===== config.mk =====
export PLATFORM = sky130hd
export DESIGN_NAME = addr_region_decoder
export DESIGN_NICKNAME = d
export VERILOG_FILES = /design/src/rtl/arad_pkg.sv /design/src/rtl/arad_port_fsm.sv /design/src/rtl/arad_regfile.sv /design/src/rtl/arad_match.sv /design/src/rtl/addr_region_decoder.sv
export SDC_FILE = /design/constraint.sdc
export NUM_CORES = 1
export LEC_CHECK = 0
export BUFFER_PORTS_ARGS = -buffer_cell sky130_fd_sc_hd__clkbuf_2
export CORE_UTILIZATION = 40
export DETAILED_ROUTE_END_ITERATION = 16
export GPL_TIMING_DRIVEN = 0
export PLACE_DENSITY = 0.64
export SLEW_MARGIN = 20
export SYNTH_ARGS = -nofsm -noshare
export SYNTH_HDL_FRONTEND = slang
export SYNTH_SLANG_ARGS = --single-unit

===== constraint.sdc =====
create_clock -name clk -period 7.8 [get_ports clk]
set_clock_uncertainty 0.05 [all_clocks]
set_input_delay 1.17 -clock clk [delete_from_list [all_inputs] [get_ports clk]]
set_output_delay 1.17 -clock clk [all_outputs]
set_load 0.05 [all_outputs]

===== src/rtl/arad_pkg.sv =====
package arad_pkg;

    typedef enum logic [0:0] {
        PORT_IDLE  = 1'b0,
        PORT_ARMED = 1'b1
    } port_state_e;

    // attribute vector, LSB first: cacheable .. local-bus suppression
    typedef struct packed {
        logic lb_off;
        logic wthru;
        logic wgather;
        logic wlock;
        logic wwo;
        logic cacheable;
    } attr_t;

    localparam attr_t ATTR_DEFAULT = attr_t'(6'b000001);
    localparam int    PAGE_BITS    = 12;
    localparam int    START_W      = 32 - PAGE_BITS;

    // address bits that take part in the compare for a given size code
    function automatic logic [31:0] size_mask(input logic [3:0] code);
        logic [31:0] m;
        if (code == 4'd15) begin
            m = 32'd0;
        end else begin
            m = ~((32'd1 << (5'd11 + 5'(code))) - 32'd1);
        end
        return m;
    endfunction

endpackage


===== src/rtl/arad_port_fsm.sv =====
module arad_port_fsm
    import arad_pkg::*;
#(
    parameter logic [7:0] INDEX_PORT = 8'h22,
    parameter logic [7:0] DATA_PORT  = 8'h23
) (
    input  logic       clk,
    input  logic       rst_n,
    input  logic       io_en,
    input  logic       io_we,
    input  logic [7:0] io_addr,
    input  logic [7:0] io_wdata,
    input  logic [7:0] reg_rdata,
    output logic [7:0] io_rdata,
    output logic [7:0] reg_idx,
    output logic [7:0] reg_wdata,
    output logic       reg_wr,
    output logic       armed
);

    port_state_e state_q, state_d;
    logic [7:0]  idx_q, idx_d;
    logic        idx_acc, data_acc;

    assign idx_acc  = io_en && (io_addr == INDEX_PORT);
    assign data_acc = io_en && (io_addr == DATA_PORT);

    always_ff @(posedge clk or negedge rst_n) begin
        if (!rst_n) begin
            state_q <= PORT_IDLE;
            idx_q   <= 8'h00;
        end else begin
            state_q <= state_d;
            idx_q   <= idx_d;
        end
    end

    always_comb begin
        state_d = state_q;
        idx_d   = idx_q;
        unique case (state_q)
            PORT_IDLE: begin
                if (idx_acc && io_we) begin
                    state_d = PORT_ARMED;
                    idx_d   = io_wdata;
                end
            end
            PORT_ARMED: begin
                if (idx_acc && io_we) begin
                    idx_d = io_wdata;
                end else if (data_acc) begin
                    state_d = PORT_IDLE;
                end
            end
        endcase
    end

    always_comb begin
        reg_wr    = 1'b0;
        io_rdata  = 8'h00;
        reg_idx   = idx_q;
        reg_wdata = io_wdata;
        unique case (state_q)
            PORT_IDLE: begin
                if (data_acc && !io_we) io_rdata = 8'hFF;
            end
            PORT_ARMED: begin
                if (data_acc) begin
                    if (io_we) reg_wr = 1'b1;
                    else       io_rdata = reg_rdata;
                end
            end
        endcase
    end

    assign armed = (state_q == PORT_ARMED);

    assert_index_arms_R2: assert property (@(posedge clk) disable iff (!rst_n)
        (idx_acc && io_we) |=> armed);

    assert_data_consumes_R3: assert property (@(posedge clk) disable iff (!rst_n)
        (data_acc && !(idx_acc && io_we)) |=> !armed);

    assert_stale_no_write_R3: assert property (@(posedge clk) disable iff (!rst_n)
        !armed |-> !reg_wr);

endmodule


===== src/rtl/arad_regfile.sv =====
module arad_regfile
    import arad_pkg::*;
#(
    parameter int         N_RGN       = 8,
    parameter int         RGN_BASE    = 8'hC4,
    parameter int         CTRL_BASE   = 8'hDC,
    parameter logic [7:0] GLOBAL_IDX  = 8'hE9,
    parameter int         GLOBAL_BIT  = 5
) (
    input  logic                            clk,
    input  logic                            rst_n,
    input  logic                            reg_wr,
    input  logic [7:0]                      reg_idx,
    input  logic [7:0]                      reg_wdata,
    output logic [7:0]                      reg_rdata,
    output logic [N_RGN-1:0][START_W-1:0]   rgn_start,
    output logic [N_RGN-1:0][3:0]           rgn_size,
    output logic [N_RGN-1:0][7:0]           rgn_ctrl,
    output logic                            glob_en
);

    localparam int N_BYTES = 3 * N_RGN;

    logic [N_BYTES-1:0][7:0] rbyte_q;
    logic [N_RGN-1:0][7:0]   ctrl_q;
    logic                    glob_q;
    logic                    idx_known;

    always_ff @(posedge clk or negedge rst_n) begin
        if (!rst_n) begin
            rbyte_q <= '0;
            ctrl_q  <= '0;
            glob_q  <= 1'b0;
        end else if (reg_wr) begin
            for (int k = 0; k < N_BYTES; k++) begin
                if (reg_idx == 8'(RGN_BASE + k)) rbyte_q[k] <= reg_wdata;
            end
            for (int k = 0; k < N_RGN; k++) begin
                if (reg_idx == 8'(CTRL_BASE + k)) ctrl_q[k] <= reg_wdata;
            end
            if (reg_idx == GLOBAL_IDX) glob_q <= reg_wdata[GLOBAL_BIT];
        end
    end

    always_comb begin
        reg_rdata = 8'h00;
        idx_known = 1'b0;
        for (int k = 0; k < N_BYTES; k++) begin
            if (reg_idx == 8'(RGN_BASE + k)) begin
                reg_rdata = rbyte_q[k];
                idx_known = 1'b1;
            end
        end
        for (int k = 0; k < N_RGN; k++) begin
            if (reg_idx == 8'(CTRL_BASE + k)) begin
                reg_rdata = ctrl_q[k];
                idx_known = 1'b1;
            end
        end
        if (reg_idx == GLOBAL_IDX) begin
            reg_rdata[GLOBAL_BIT] = glob_q;
            idx_known = 1'b1;
        end
    end

    for (genvar g = 0; g < N_RGN; g++) begin : g_fields
        assign rgn_start[g] = {rbyte_q[3*g], rbyte_q[3*g+1], rbyte_q[3*g+2][7:4]};
        assign rgn_size[g]  = rbyte_q[3*g+2][3:0];
        assign rgn_ctrl[g]  = ctrl_q[g];
    end
    assign glob_en = glob_q;

    assert_unknown_idx_stable_R6: assert property (@(posedge clk) disable iff (!rst_n)
        (!reg_wr || !idx_known) |=> ($stable(rbyte_q) && $stable(ctrl_q) && $stable(glob_q)));

endmodule


===== src/rtl/arad_match.sv =====
module arad_match
    import arad_pkg::*;
#(
    parameter int N_RGN = 8
) (
    input  logic [31:0]                    lookup_addr,
    input  logic [N_RGN-1:0][START_W-1:0]  rgn_start,
    input  logic [N_RGN-1:0][3:0]          rgn_size,
    input  logic [N_RGN-1:0][7:0]          rgn_ctrl,
    input  logic                           glob_en,
    output logic [N_RGN-1:0]               win_vec,
    output attr_t                          attr
);

    logic [N_RGN-1:0] hit_vec;

    for (genvar g = 0; g < N_RGN; g++) begin : g_rgn
        logic [31:0] mask;
        logic [31:0] base;
        assign mask       = size_mask(rgn_size[g]);
        assign base       = {rgn_start[g], {PAGE_BITS{1'b0}}};
        assign hit_vec[g] = glob_en && (rgn_size[g] != 4'd0)
                            && (((lookup_addr ^ base) & mask) == 32'd0);
    end

    always_comb begin
        logic       found;
        logic [7:0] wctrl;
        logic       wlast;
        found   = 1'b0;
        wctrl   = 8'h00;
        wlast   = 1'b0;
        win_vec = '0;
        for (int k = 0; k < N_RGN; k++) begin
            if (hit_vec[k] && !found) begin
                found      = 1'b1;
                win_vec[k] = 1'b1;
                wctrl      = rgn_ctrl[k];
                wlast      = (k == N_RGN - 1);
            end
        end
        if (found) begin
            attr.lb_off    = wctrl[5];
            attr.wthru     = wctrl[4];
            attr.wgather   = wctrl[3];
            attr.wlock     = wctrl[2];
            attr.wwo       = wctrl[1];
            attr.cacheable = wlast ? wctrl[0] : ~wctrl[0];
        end else begin
            attr = ATTR_DEFAULT;
        end
    end

endmodule


===== src/rtl/addr_region_decoder.sv =====
module addr_region_decoder
    import arad_pkg::*;
#(
    parameter int         N_RGN      = 8,
    parameter logic [7:0] INDEX_PORT = 8'h22,
    parameter logic [7:0] DATA_PORT  = 8'h23,
    parameter int         RGN_BASE   = 8'hC4,
    parameter int         CTRL_BASE  = 8'hDC,
    parameter logic [7:0] GLOBAL_IDX = 8'hE9,
    parameter int         GLOBAL_BIT = 5
) (
    input  logic        clk,
    input  logic        rst_n,
    input  logic        io_en,
    input  logic        io_we,
    input  logic [7:0]  io_addr,
    input  logic [7:0]  io_wdata,
    output logic [7:0]  io_rdata,
    input  logic [31:0] lookup_addr,
    output logic [5:0]  attr_o
);

    logic [7:0]                     reg_idx, reg_wdata, reg_rdata;
    logic                           reg_wr, armed, glob_en;
    logic [N_RGN-1:0][START_W-1:0]  rgn_start;
    logic [N_RGN-1:0][3:0]          rgn_size;
    logic [N_RGN-1:0][7:0]          rgn_ctrl;
    logic [N_RGN-1:0]               win_vec;
    attr_t                          attr_d, attr_q;

    arad_port_fsm #(.INDEX_PORT(INDEX_PORT), .DATA_PORT(DATA_PORT)) u_port (
        .clk(clk), .rst_n(rst_n), .io_en(io_en), .io_we(io_we),
        .io_addr(io_addr), .io_wdata(io_wdata), .reg_rdata(reg_rdata),
        .io_rdata(io_rdata), .reg_idx(reg_idx), .reg_wdata(reg_wdata),
        .reg_wr(reg_wr), .armed(armed)
    );

    arad_regfile #(
        .N_RGN(N_RGN), .RGN_BASE(RGN_BASE), .CTRL_BASE(CTRL_BASE),
        .GLOBAL_IDX(GLOBAL_IDX), .GLOBAL_BIT(GLOBAL_BIT)
    ) u_regs (
        .clk(clk), .rst_n(rst_n), .reg_wr(reg_wr), .reg_idx(reg_idx),
        .reg_wdata(reg_wdata), .reg_rdata(reg_rdata), .rgn_start(rgn_start),
        .rgn_size(rgn_size), .rgn_ctrl(rgn_ctrl), .glob_en(glob_en)
    );

    arad_match #(.N_RGN(N_RGN)) u_match (
        .lookup_addr(lookup_addr), .rgn_start(rgn_start), .rgn_size(rgn_size),
        .rgn_ctrl(rgn_ctrl), .glob_en(glob_en), .win_vec(win_vec), .attr(attr_d)
    );

    always_ff @(posedge clk or negedge rst_n) begin
        if (!rst_n) attr_q <= ATTR_DEFAULT;
        else        attr_q <= attr_d;
    end

    assign attr_o = attr_q;

    assert_global_off_default_R8: assert property (@(posedge clk) disable iff (!rst_n)
        !glob_en |=> (attr_o == 6'h01));

    assert_single_winner_R10: assert property (@(posedge clk) disable iff (!rst_n)
        $onehot0(win_vec));

    assert_no_window_default_R11: assert property (@(posedge clk) disable iff (!rst_n)
        (win_vec == '0) |=> (attr_o == 6'h01));

endmodule


== Word-level counts from Yosys, hierarchy flattened ==
Cells that the tools add are included.
Storage, ports and cells
  register bits: 272
  word-level logic and storage cells: 290
Operators by class
  add/subtract/negate cells: 16
  eq/ne operators: 43
  shift-type cells: 8
  multiplexer cells: 72
  bitwise gates (word level): 26
  reductions and logical operators: 84
Operator list (count)
  $mux W8: 36
  $eq A8 B8 Y1 const B: 33
  $and A32 B32 Y32: 8
  $logic_not A32 Y1: 8
  $mux W32: 8
  $not A32 Y32: 8
  $shl A1 B5 Y32 const A: 8
  $sub A32 B1 Y32 const B: 8
  $xor A32 B32 Y32: 8
  $reduce_and A2 Y1: 33
  $mux W6: 9
  $add A4 B4 Y5 const A: 8
  $eq A4 B4 Y1 const B: 8
  $reduce_bool A4 Y1: 8
  $logic_and A1 B1 Y1: 27
  $mux W1: 17
  $eq A8 B6 Y1 const B: 2
  $pmux W8 S2: 1
  $logic_not A1 Y1: 8
  $not A1 Y1: 2
  $pmux W1 S2: 1

== Depth between registers and ports, before layout ==
Gate-level depths: netlist of run 1.
  depth in word-level cells: 37
  mapped depth: 12
  depth with buffers taken out: 10

== Modules after synthesis ==
From an unflattened synthesis of run 1, not the netlist that was laid out.
Second synthesis, totals
  cells, all modules: 2262
  area total of the unflattened synthesis: 21195.3 sq um
By module, submodules not included
  arad_regfile: instances 1, cells an instance 1040, area an instance 12759.7 sq um, sequential area each 6431.2 sq um
  arad_match: instances 1, cells an instance 1166, area an instance 7739.9 sq um, sequential area each 0.0 sq um
  arad_port_fsm: instances 1, cells an instance 50, area an instance 544.3 sq um, sequential area each 225.2 sq um
  addr_region_decoder: instances 1, cells an instance 6, area an instance 151.4 sq um, sequential area each 151.4 sq um

== Least setup slack after synthesis of run 1 ==
Ideal clock, no wire load.
  kind: in2out
  from: input io_addr[7]
  to: output io_rdata[2]
  arrival time: 3.334 ns
  required time: 6.580 ns
  path slack: 3.246 ns
  stages: 7
  path buffers: 0
  cells stage by stage: nor4bb_1 > and4b_1 > nand2_1 > or2_2 > a31oi_1 > nand3_1 > o21ai_0
Between the ends
  word-level cells in the longest chain between the ends: 5
Ends and longest elaborated chain
  start: declaration: line addr_region_decoder.sv:16  | input logic [7:0] io_addr,
  $eq A8 B6 Y1 (*): line arad_port_fsm.sv:26  | assign data_acc = io_en && (io_addr == DATA_PORT);
  $logic_and A1 B1 Y1 (*): line arad_port_fsm.sv:26
  $logic_and A1 B1 Y1: line arad_port_fsm.sv:65  | if (data_acc && !io_we) io_rdata = 8'hFF;
  $mux W8: line arad_port_fsm.sv:65
  $pmux W8 S2 (*): line arad_port_fsm.sv:63  | unique case (state_q)
  end: declaration: line addr_region_decoder.sv:18  | output logic [7:0] io_rdata,
Every way passes the cells marked *; elsewhere a longest branch is shown, timed or not.

== Worst setup path in the final report of run 1 ==
  from: register u_port.idx_q[0] (netlist: u_port.reg_idx[0])
  to: output io_rdata[1]
Between the ends
  word-level cells in the longest chain between the ends: 36
Ends and longest elaborated chain
  start: declaration: line arad_port_fsm.sv:22  | logic [7:0] idx_q, idx_d;
  start signal: assignment: line arad_port_fsm.sv:34  | idx_q <= idx_d;
  $eq A8 B8 Y1: line arad_regfile.sv:49  | if (reg_idx == 8'(RGN_BASE + k)) begin
  $mux W8 (24 in series): line arad_regfile.sv:49
  $mux W8 (7 in series): line arad_regfile.sv:55  | if (reg_idx == 8'(CTRL_BASE + k)) begin
  $mux W8 (*): line arad_regfile.sv:55
  $mux W8 (*): line arad_port_fsm.sv:69  | if (io_we) reg_wr = 1'b1;
  $mux W8 (*): line arad_port_fsm.sv:68  | if (data_acc) begin
  $pmux W8 S2 (*): line arad_port_fsm.sv:63
Marks and branches as above.

==> results of run 1 <==
[routing by layer]
| metal | vias to the layer above | wire [um] |
|---|---|---|
| met2 | 1054 | 32600 |
| met3 | 259 | 7470 |
| met1 | 8120 | 29800 |
| li1 | 6913 | - |
| met5 | - | 0 |
| met4 | 0 | 4970 |
[sequential cells by signal, indices dropped and copies added, names as in the netlist]
name and flops:
u_port.armed 1, u_regs.rgn_ctrl 64, u_regs.glob_en 1, attr_o 6, u_regs.rgn_start 160, u_port.reg_idx 8, u_regs.rgn_size 32
[path summary, 6_finish.rpt]
path / from / to
min in group asynchronous: rst_n / u_regs.rgn_ctrl[40]
max in group asynchronous: rst_n / u_regs.rgn_start[61]
max reg2reg: u_port.reg_idx[0] / u_regs.rgn_ctrl[28]
min: u_regs.rgn_ctrl[54] / u_regs.rgn_ctrl[54]
max: u_port.reg_idx[0] / io_rdata[1]
min reg2reg: u_regs.rgn_ctrl[54] / u_regs.rgn_ctrl[54]
[report_power, final]
group	switching, W	internal [W]	total [W]
Clock	0.000659	0.000943	0.00160
Sequential	0.00000183	0.00141	0.00141
Combinational	0.000206	0.0000715	0.000277
Total	0.000866	0.00243	0.00329
[synthesized netlist by cell type (6+ instances only)]
cell	n	area share, %
nand3_1	29	0.81
buf_1	8	0.17
and2_1	11	0.39
o31ai_1	15	0.63
o2111ai_1	10	0.49
ha_1	8	0.56
nor4_1	15	0.53
or4_1	7	0.29
a2111oi_0	7	0.34
buf_2	29	0.81
nor2b_1	15	0.53
a22oi_1	27	1.1
mux2i_1	26	1.5
buf_4	7	0.29
mux2_2	259	16
o21ai_0	129	3.6
clkbuf_1	102	2.1
nor3_1	22	0.62
mux4_2	6	0.76
inv_1	35	0.74
dfrtp_1	271	38
a21o_1	14	0.59
a2bb2oi_1	6	0.29
nand2b_1	16	0.56
o211ai_1	17	0.72
o22ai_1	34	1.2
nand2_1	136	2.9
and3_1	7	0.25
a31oi_1	14	0.49
xor2_1	95	4.7
a221oi_1	21	1.0
a32oi_1	8	0.39
a211oi_1	16	0.67
o21a_1	7	0.29
or3_1	6	0.21
nor4b_1	6	0.29
xnor2_1	66	3.2
a21oi_1	81	2.3
nor2_1	105	2.2
o221ai_1	9	0.44
nand4_1	9	0.32
[placed cells by master, fill, tap and decap left out, drive strengths merged, types with 9 or more instances in the layout]
master and n:
dfrtp 271, nand4 9, o21ai 134, o2111ai 10, nor2b 15, xnor2 66, o221ai 9, a21oi 81
and2 13, o31ai 16, inv 36, conb 16, clkbuf 193, nor2 106, nor4 18, a31oi 14
nand2b 16, a221oi 21, a22oi 27, mux2i 26, nand2 136, a211oi 17, o22ai 34, a21o 14
xor2 95, mux2 259, nand3 29, buf 52, o211ai 18, nor3 23
[area by class of cell]
type,count,area [sq um]
repair buffers,42,287
multi-input cells,1385,10300
inverters,36,135
plain buffers,152,681
fillers,4262,23500
well taps,585,732
clock buffers,51,1030
flip-flops and latches,272,6810
clock inverters,7,82.6
[cell families after synthesis]
| logic type | Yosys count |
|---|---|
| and+or+nand+nor | 427 |
| DFF | 272 |
| xor gates and xnor gates | 161 |
| adders and majority gates | 9 |
| other | 1 |
| AOI/OAI and AO/OA | 481 |
| buffers and inverters | 188 |
| muxes | 291 |
[per-stage QoR]
stage / hold slack [ps] / worst slack (ps) / total power [W]
after CTS: 455 / 1140 / 0.00329
after global routing: 461 / 905 / 0.00336
after global placement: 434 / -324 / 0.00170
after floorplan: 421 / 3250 / 0.00157
final: 460 / 838 / 0.00329
after detailed placement: 443 / 1720 / 0.00171
==> results by stage, run 1 <==
GRT:
- The via count of the first global-routing pass is 15500.
- In the global route stage, met1 resource usage came out at 43.5%.
- For met3 alone, demand over resource in global routing was 6.91%.
- Entering global routing, the biggest net connects 89 pins.
- The first global-routing pass estimated 107000 um of wire.
- Global routing consumed, on the met2 layer, 49.8% of the routing resources.
- The layer with the highest usage after global routing is met2.
- Across every metal layer, demand over resource in global routing totals 33.1%.
- Global routing finished with a remaining overflow of 0.
- The initial antenna violation count is 2.

Synth:
- The number of flops mapped to enable cells by yosys is 0.
- The compound-gate portion of the synthesized area is 18.1%.
- The average instance in the mapped netlist occupies 9.74 sq um.
- For this run, the leading register cell type out of synthesis is dfrtp_1.
- During synthesis, Yosys emitted a total of 0 warnings.
- The arithmetic-cell share of the synthesized area counting full adders, half adders and majority gates is 0.618%.
- Counting distinct cell types in the post-synthesis netlist gives 99.
- The share of the Yosys chip area taken by registers is 38.2%.
- The post-synthesis share of cell area spent on and, or, nand and nor gates is 12.0%.
- The post-synthesis share of cell area spent on xor and xnor gates is 7.91%.
- The post-synthesis instance total is 1830.
- The synthesized netlist occupies a cell area of 17800 sq um.
- The largest family of logic cells by synthesized area is multiplexers.
- The mux cell area share after synthesis is 18.6%.
- The flip-flop and latch count after synthesis is 272.
- In the synthesized netlist the async set-or-reset flop fraction comes to 100%.

STA:
- Adding up every negative setup slack in the final design gives 0 ps.
- Setup repair after global routing left no endpoint under its margin.
- The number of hold-slack violations in the final timing report is 0.
- The worst pin sits at a relative slew slack of 17.2%.
- Setup violations remaining at the end of the flow were counted as 0.
- The final worst-path cycle share is 89.3%.
- The shortest clock period the worst path allows after layout is 6960 ps.
- The transition time at the pin with the least slew margin is 1240 ps.
- The highest attainable clock frequency is 144 MHz.
- The number of max-slew violations in the final report is 0.

Route:
- Detailed routing inserted a total of 16300 vias.
- In the routed design, unresolved DRC markers number 0.
- The detailed router finished its first iteration with 2121 violations.
- In this run the remaining antenna-violating nets after routing total 0.
- The number of vias per cell after detailed routing is 6.46.
- Wires add up to 74900 um.
- The first-pass detailed-route iteration total is 6.
- The routed wirelength normalized by instance count is 29.6 um.

Status:
- The run finished with clean final reports.

Hold path:
- The class of the worst hold path is reg2reg.
- The number of instances on the worst hold path is 1.

Clock network:
- The clock reaches the later pin of the worst-skew pair after 560 ps.
- The number of buffers inserted during clock tree synthesis is 34.
- TritonCTS built the clock tree.
- The clock drives 272 sinks.
- The master cell of the clock root buffer is clkbuf_16.
- The post-cts hold buffer count is 0.
- The number of gates resized after CTS was 0.
- Clock-pin slew was measured on the worst setup and hold paths at 60 ps.
- The H-tree generated during clock tree synthesis spans 2 levels.
- Once the clock tree was built, the setup fixing pass inserted 0 buffers.
- The maximum number of buffers from clock root to sink is 3.

Placement:
- After detailed placement, the design holds a cell count of 2472.
- Summing all placed instances gives a cell area of 18900 sq um.
- In this run the tool buffered the top-level ports with 39 buffer cells.
- The HPWL after detailed placement is 53100 um.
- Routability-driven placement finished with a final weighted congestion of 1.03.

Cells and area:
- The final layout contains 1983 nets.
- The post-route core utilization is 46.0%.
- The finished cells cover 20000 sq um.
- 0 antenna diodes ended up in the layout.
- In the final layout, the share of cells above drive strength 1 is 22.1%.
- The post-synthesis to final-layout area growth is 12.4%.
- Excluding fillers, the count of instances in the completed layout stands at 2530.

Flow run:
- Across the run, the number of max-cap violations was 0.

Die:
- The initial core utilization is 40.9%.
- The total area inside the core boundary comes to 43600 sq um.
- From bottom edge to top edge, the die measures 213 um.
- The width of the die is 213 um.
- The floorplan step defined a die boundary enclosing 45400 sq um.
- 66 I/O pins were placed.
- The floorplan has 76 rows.

Critical path:
- Of all nets on the critical path, the largest fanout is 10.
- The highest-delay cell along the critical path is buf_1.
- The delay of the slowest cell on the worst path is 970 ps.
- The critical path goes through buf_2 > clkbuf_1 > buf_1 > clkbuf_1 > buf_1 > o21ai_0 > nand2_1 > a21oi_1 > nor4_1 > o21ai_0 > clkbuf_2.
- The number of buffers and inverters on the critical path is 6.
- The worst setup path is launched from a flip-flop.
- For the worst flop-to-flop path, the logic depth is 7.
- The family with the most delay on the worst path is buffers and inverters.
- At the worst endpoint, the arrival time is 5740 ps.
- The register-to-register setup slack is 3360 ps.
- The critical path runs through a total of 11 cells.
- The endpoint class of the critical path is an output pin.
- The kind of critical path is reg2out.
- The data required time of the critical path is 6580 ps.

Pwr:
- For this design the static power due to leakage is 8.58 nW.
- Dividing total power by cell area gives a power density of 164 nW/um^2.
- The worst vdd rail ir drop is 0.141 mV.
No activity file was read; power rests on OpenSTA's default activity.
==> inputs of run 2 (changes only) <==
Settings changed: ABC_AREA from default to 1, CTS_BUF_LIST from default to sky130_fd_sc_hd__clkbuf_8.
==> run 2 against run 1 <==
Compared with the run above:
- routed wire length decreased by 12%
- clock power decreased by 4%
- sequential share of layout area increased by 1.4 points
- die area decreased by 4.2%
- worst hold slack got worse by 24 ps
- critical path type unchanged
- largest power group unchanged
==> results by stage, run 2 <==
STA:
- The number of hold-slack violations in the final timing report is 0 (unchanged).
- The transition time at the pin with the least slew margin is 988 ps (was 1240 ps).
- The final count of negative-setup-slack endpoints is 0 (unchanged).
- The shortest clock period the worst path allows after layout is 5470 ps (was 6960 ps).
- The final worst-path cycle share is 70.1% (was 89.3%).
- Unrepaired setup endpoints after global routing: false (unchanged).
- The highest attainable clock frequency is 183 MHz (was 144 MHz).
- The minimum setup slack in the final design is 2330 ps (was 838 ps).
- The number of max-slew violations in the final report came to 0 (unchanged).
- The final hold slack is 436 ps (was 460 ps).
- The headroom to the max-slew limit is 34.1% (was 17.2%).

Route:
- The wire length after detailed routing is 65800 um (was 74900 um).
- The DRC violation count after routing is 0 (unchanged).
- The detailed router's first-iteration violation count came to 1981 (was 2121).
- The number of vias per cell after detailed routing is 5.64 (was 6.46).
- The total vias in the final route was 17500 (was 16300).
- The routed wirelength normalized by instance count is 21.2 um (was 29.6 um).
- The first-pass detailed-route iteration total came to 6 (unchanged).
- The count of nets left with antenna violations after detail routing was 0 (unchanged).

Synth:
- Area contributors post-synth: dfrtp_1, nand2_1, o21ai_0, inv_1, nor2_1 (was dfrtp_1, mux2_2, xor2_1, o21ai_0, xnor2_1).
- The total of warnings raised by yosys came to 0 (unchanged).
- The number of flops mapped to enable cells by yosys is 0 (unchanged).
- The arithmetic-cell share of the synthesized area counting full adders, half adders and majority gates was 0.586% (was 0.618%).
- The share of async-settable or async-resettable flops after synthesis is 100% (unchanged).
- The mux cell area share after synthesis is 0% (was 18.6%).
- The count of distinct cell types in the synthesized netlist is 64 (was 99).
- The post-synthesis share of cell area spent on xor and xnor gates is 5.95% (was 7.91%).
- Top cells by count, synth: nand2_1, o21ai_0, dfrtp_1 (was dfrtp_1, mux2_2, nand2_1).
- The cell type with the highest aggregate area in the netlist is dfrtp_1 (unchanged).
- The post-synthesis instance total came to 2409 (was 1830).
- The compound-gate portion of the synthesized area is 17.1% (was 18.1%).
- The post-synthesis instance area is 17100 sq um (was 17800 sq um).
- The sequential share of the synthesized area is 39.9% (was 38.2%).
- The post-synthesis share of cell area spent on and, or, nand and nor gates is 28.8% (was 12.0%).
- The synthesized area divided by synthesized cell count came to 7.08 sq um (was 9.74 sq um).
- The most common cell in the synthesized netlist was nand2_1 (was dfrtp_1).
- The share of Yosys cell area claimed by the top area cell type was 39.7% (was 38.0%).
- The largest family of logic cells by synthesized area was simple AND/OR/NAND/NOR gates (was multiplexers).
- The flip-flop and latch count after synthesis came to 272 (unchanged).
- The commonest register cell after synthesis is dfrtp_1 (unchanged).

Cells and area:
- Leading cell types in the layout, fill and taps excluded: nand2_1, o21ai_0, dfrtp_1 (was dfrtp_1, mux2_2, nand2_1).
- The post-synthesis to final-layout area growth is 12.6% (was 12.4%).
- The cell area after layout is 19200 sq um (was 20000 sq um).
- The number of nets in the finished design was 2580 (was 1983).
- The fraction of final layout cells with drive strength greater than 1 is 9.72% (was 22.1%).
- The flip-flop count of the largest register, all copies and words added is 160 (unchanged).
- The most frequent standard cell in the layout excluding fill and tap cells is nand2_1 (was dfrtp_1).
- The number of filler instances in the final layout is 4368 (was 4262).

Hold path:
- The source of the worst hold timing path is u_regs.rgn_ctrl[38] (was u_regs.rgn_ctrl[54]).
- The end point of the most critical hold path is u_regs.rgn_ctrl[38] (was u_regs.rgn_ctrl[54]).
- The number of instances on the worst hold path is 2 (was 1).
- The class of the worst hold path is reg2reg (unchanged).

Placement:
- The number of port buffers came to 40 (was 39).
- The final weighted congestion in routability-driven placement is 0.988 (was 1.03).
- The post-placement cell area is 18100 sq um (was 18900 sq um).
- The setup slack at placement is 3130 ps (was 1720 ps).
- The total half-perimeter wirelength after legalization and detailed placement is 47400 um (was 53100 um).

Critical path:
- The number of buffer and inverter stages on the critical path is 3 (was 6).
- The endpoint class of the critical path is an output pin (unchanged).
- The kind of critical path is reg2out (unchanged).
- The cell depth of the worst flop-to-flop path came to 13 (was 7).
- The most numerous cell type found on the critical path is nand2_1.
- The family with the most delay on the worst path is simple AND/OR/NAND/NOR gates (was buffers and inverters).
- The delay of the slowest cell on the worst path is 450 ps (was 970 ps).
- The type of origin of the critical path is a flip-flop (unchanged).
- The critical path arrival is 4250 ps (was 5740 ps).
- The maximum fanout encountered on the critical timing path is 8 (was 10).
- The endpoint of the worst register-to-register path is attr_o[2] (was u_regs.rgn_ctrl[28]).
- The highest-delay cell along the critical path is dfrtp_1 (was buf_1).
- The register-to-register setup slack is 4440 ps (was 3360 ps).
- The startpoint of the worst register-to-register path is u_regs.rgn_size[23] (was u_port.reg_idx[0]).
- The data required time of the critical path is 6580 ps (about the same).

Clock network:
- The total number of H-tree levels is 2 (unchanged).
- The TritonCTS clock tree is done (unchanged).
- The number of buffers inserted during clock tree synthesis is 51 (was 34).
- The number of gates resized after CTS came to 0 (unchanged).
- The clock latency on the worst-skew pair is 650 ps (was 560 ps).
- The master cell of the clock root buffer is clkbuf_8 (was clkbuf_16).
- The clock transition time at the flip-flop clock pins of the worst setup and hold paths was 70 ps (was 60 ps).
- The number of clock sinks is 272 (unchanged).
- The buffer count from post-CTS setup fixing was 0 (unchanged).
- The post-cts hold buffer count came to 0 (unchanged).
- The maximum number of buffers from clock root to sink is 3 (unchanged).

Die:
- The I/O pin count was 66 (unchanged).
- The total die area is 43500 sq um (was 45400 sq um).
- The width of the die is 209 um (was 213 um).
- The number of cell rows is 75 (was 76).
- The area of the core is 42000 sq um (was 43600 sq um).
- The vertical die dimension is 209 um (was 213 um).
- The initial core utilization is 40.6% (was 40.9%).

GRT:
- The via count of the first global-routing pass is 16100 (was 15500).
- The global-route wire length before repair came to 99100 um (was 107000 um).
- The largest net degree at the start of global routing was 77 (was 89).
- The layer with the highest usage after global routing is met2 (unchanged).
- The met1 capacity usage during global routing is 42.6% (was 43.5%).
- The global-route congestion overflow total was 0 (unchanged).
- The global routing usage on met3 came to 5.45% (was 6.91%).
- The initial antenna violation count is 2 (unchanged).
- The met2 routing resource usage after global routing is 46.0% (was 49.8%).
- The combined global-route utilization of all metal layers is 30.2% (was 33.1%).

Pwr:
- The worst vdd rail ir drop was 0.123 mV (was 0.141 mV).
- The total power density per cell area is 165 nW/um^2 (was 164 nW/um^2).
- The standby leakage power is 8.66 nW (was 8.58 nW).

Flow run:
- The max-capacitance violation count is 0 (unchanged).

Status:
- Run status: complete, no violations (unchanged).
run 2: changes by cell type after synthesis, sizes merged, moves of 33 or more:
| cell | before | now |
|---|---|---|
| nand2 | 136 | 768 |
| mux2 | 259 | 0 |
| o21ai | 134 | 350 |
| inv | 36 | 222 |
| nor2 | 106 | 169 |
| nand3 | 29 | 79 |
| xor2 | 95 | 56 |
| or2 | 8 | 45 |
| clkbuf | 103 | 70 |
run 2: worst register-to-register path, stage by stage (launching register included):
cell      delay [ps]
dfrtp_1          320
buf_2            180
clkinv_1         280
o21ai_0          160
a21oi_1           60
o21ai_0          160
o21ai_0          100
nor3_1           220
o211ai_1         120
o32ai_1          710
nand2_1          220
buf_2            250
o211ai_1         210
nand3_1          150
run 2: layer usage:
metal	part of all wire [%]	routed length, um
met1	43	28500
met2	44	28700
met3	9.1	5960
met4	4.0	2650
met5	0.020	13
run 2: cell type report:
type / instances / area [sq um] / area share, %
repair buffers: 43 / 292 / 1.52
multi-input cells: 1821 / 9010 / 46.9
inverters: 225 / 845 / 4.40
clock buffers: 64 / 881 / 4.58
diodes: 1 / 2.50 / 0.0130
flip-flops and latches: 272 / 6810 / 35.4
clock inverters: 32 / 239 / 1.24
well taps: 539 / 674 / 3.51
plain buffers: 106 / 462 / 2.40
run 2: power by group:
| part | leakage, nW | total [W] | internal (W) | switching, W |
|---|---|---|---|---|
| registers | 3.79 | 0.00141 | 0.00141 | 0.00000173 |
| logic | 4.24 | 0.000223 | 0.0000529 | 0.000170 |
| clock network | 0.629 | 0.00154 | 0.000848 | 0.000689 |
| total | 8.66 | 0.00317 | 0.00231 | 0.000861 |
run 2: per-stage QoR:
step	instances	TNS, ps	util, %	total power (W)
2_1_floorplan	2424	0	-	0.00154
3_3_place_gp	3003	-50990	42.8	0.00165
3_5_place_dp	3006	0	43.0	0.00165
4_1_cts	3102	0	45.7	0.00318
5_1_grt	3102	0	45.7	0.00326
6_report	3103	0	45.7	0.00317
run 2: worst max-delay path by stage:
| stage | start | endpoint | slack, ps | depth (start not counted) |
|---|---|---|---|---|
| after floorplan | io_addr[3] | io_rdata[5] | 4060 | 8 |
| after global placement | rst_n | u_regs.rgn_start[150] | -220 | 1 |
| after detailed placement | u_port.reg_idx[2] | io_rdata[2] | 3130 | 25 |
| after CTS | u_port.reg_idx[0] | io_rdata[2] | 2420 | 25 |
| after global routing | u_port.reg_idx[2] | io_rdata[2] | 2000 | 25 |
| final | u_port.reg_idx[0] | io_rdata[2] | 2330 | 25 |
run 2: cells by family after synthesis:
logic type / count (synthesis)
simple gates: 1155
compound gates: 526
buf+inv: 331
flops: 272
xor+xnor: 116
fa+ha+maj: 8
other cells: 1
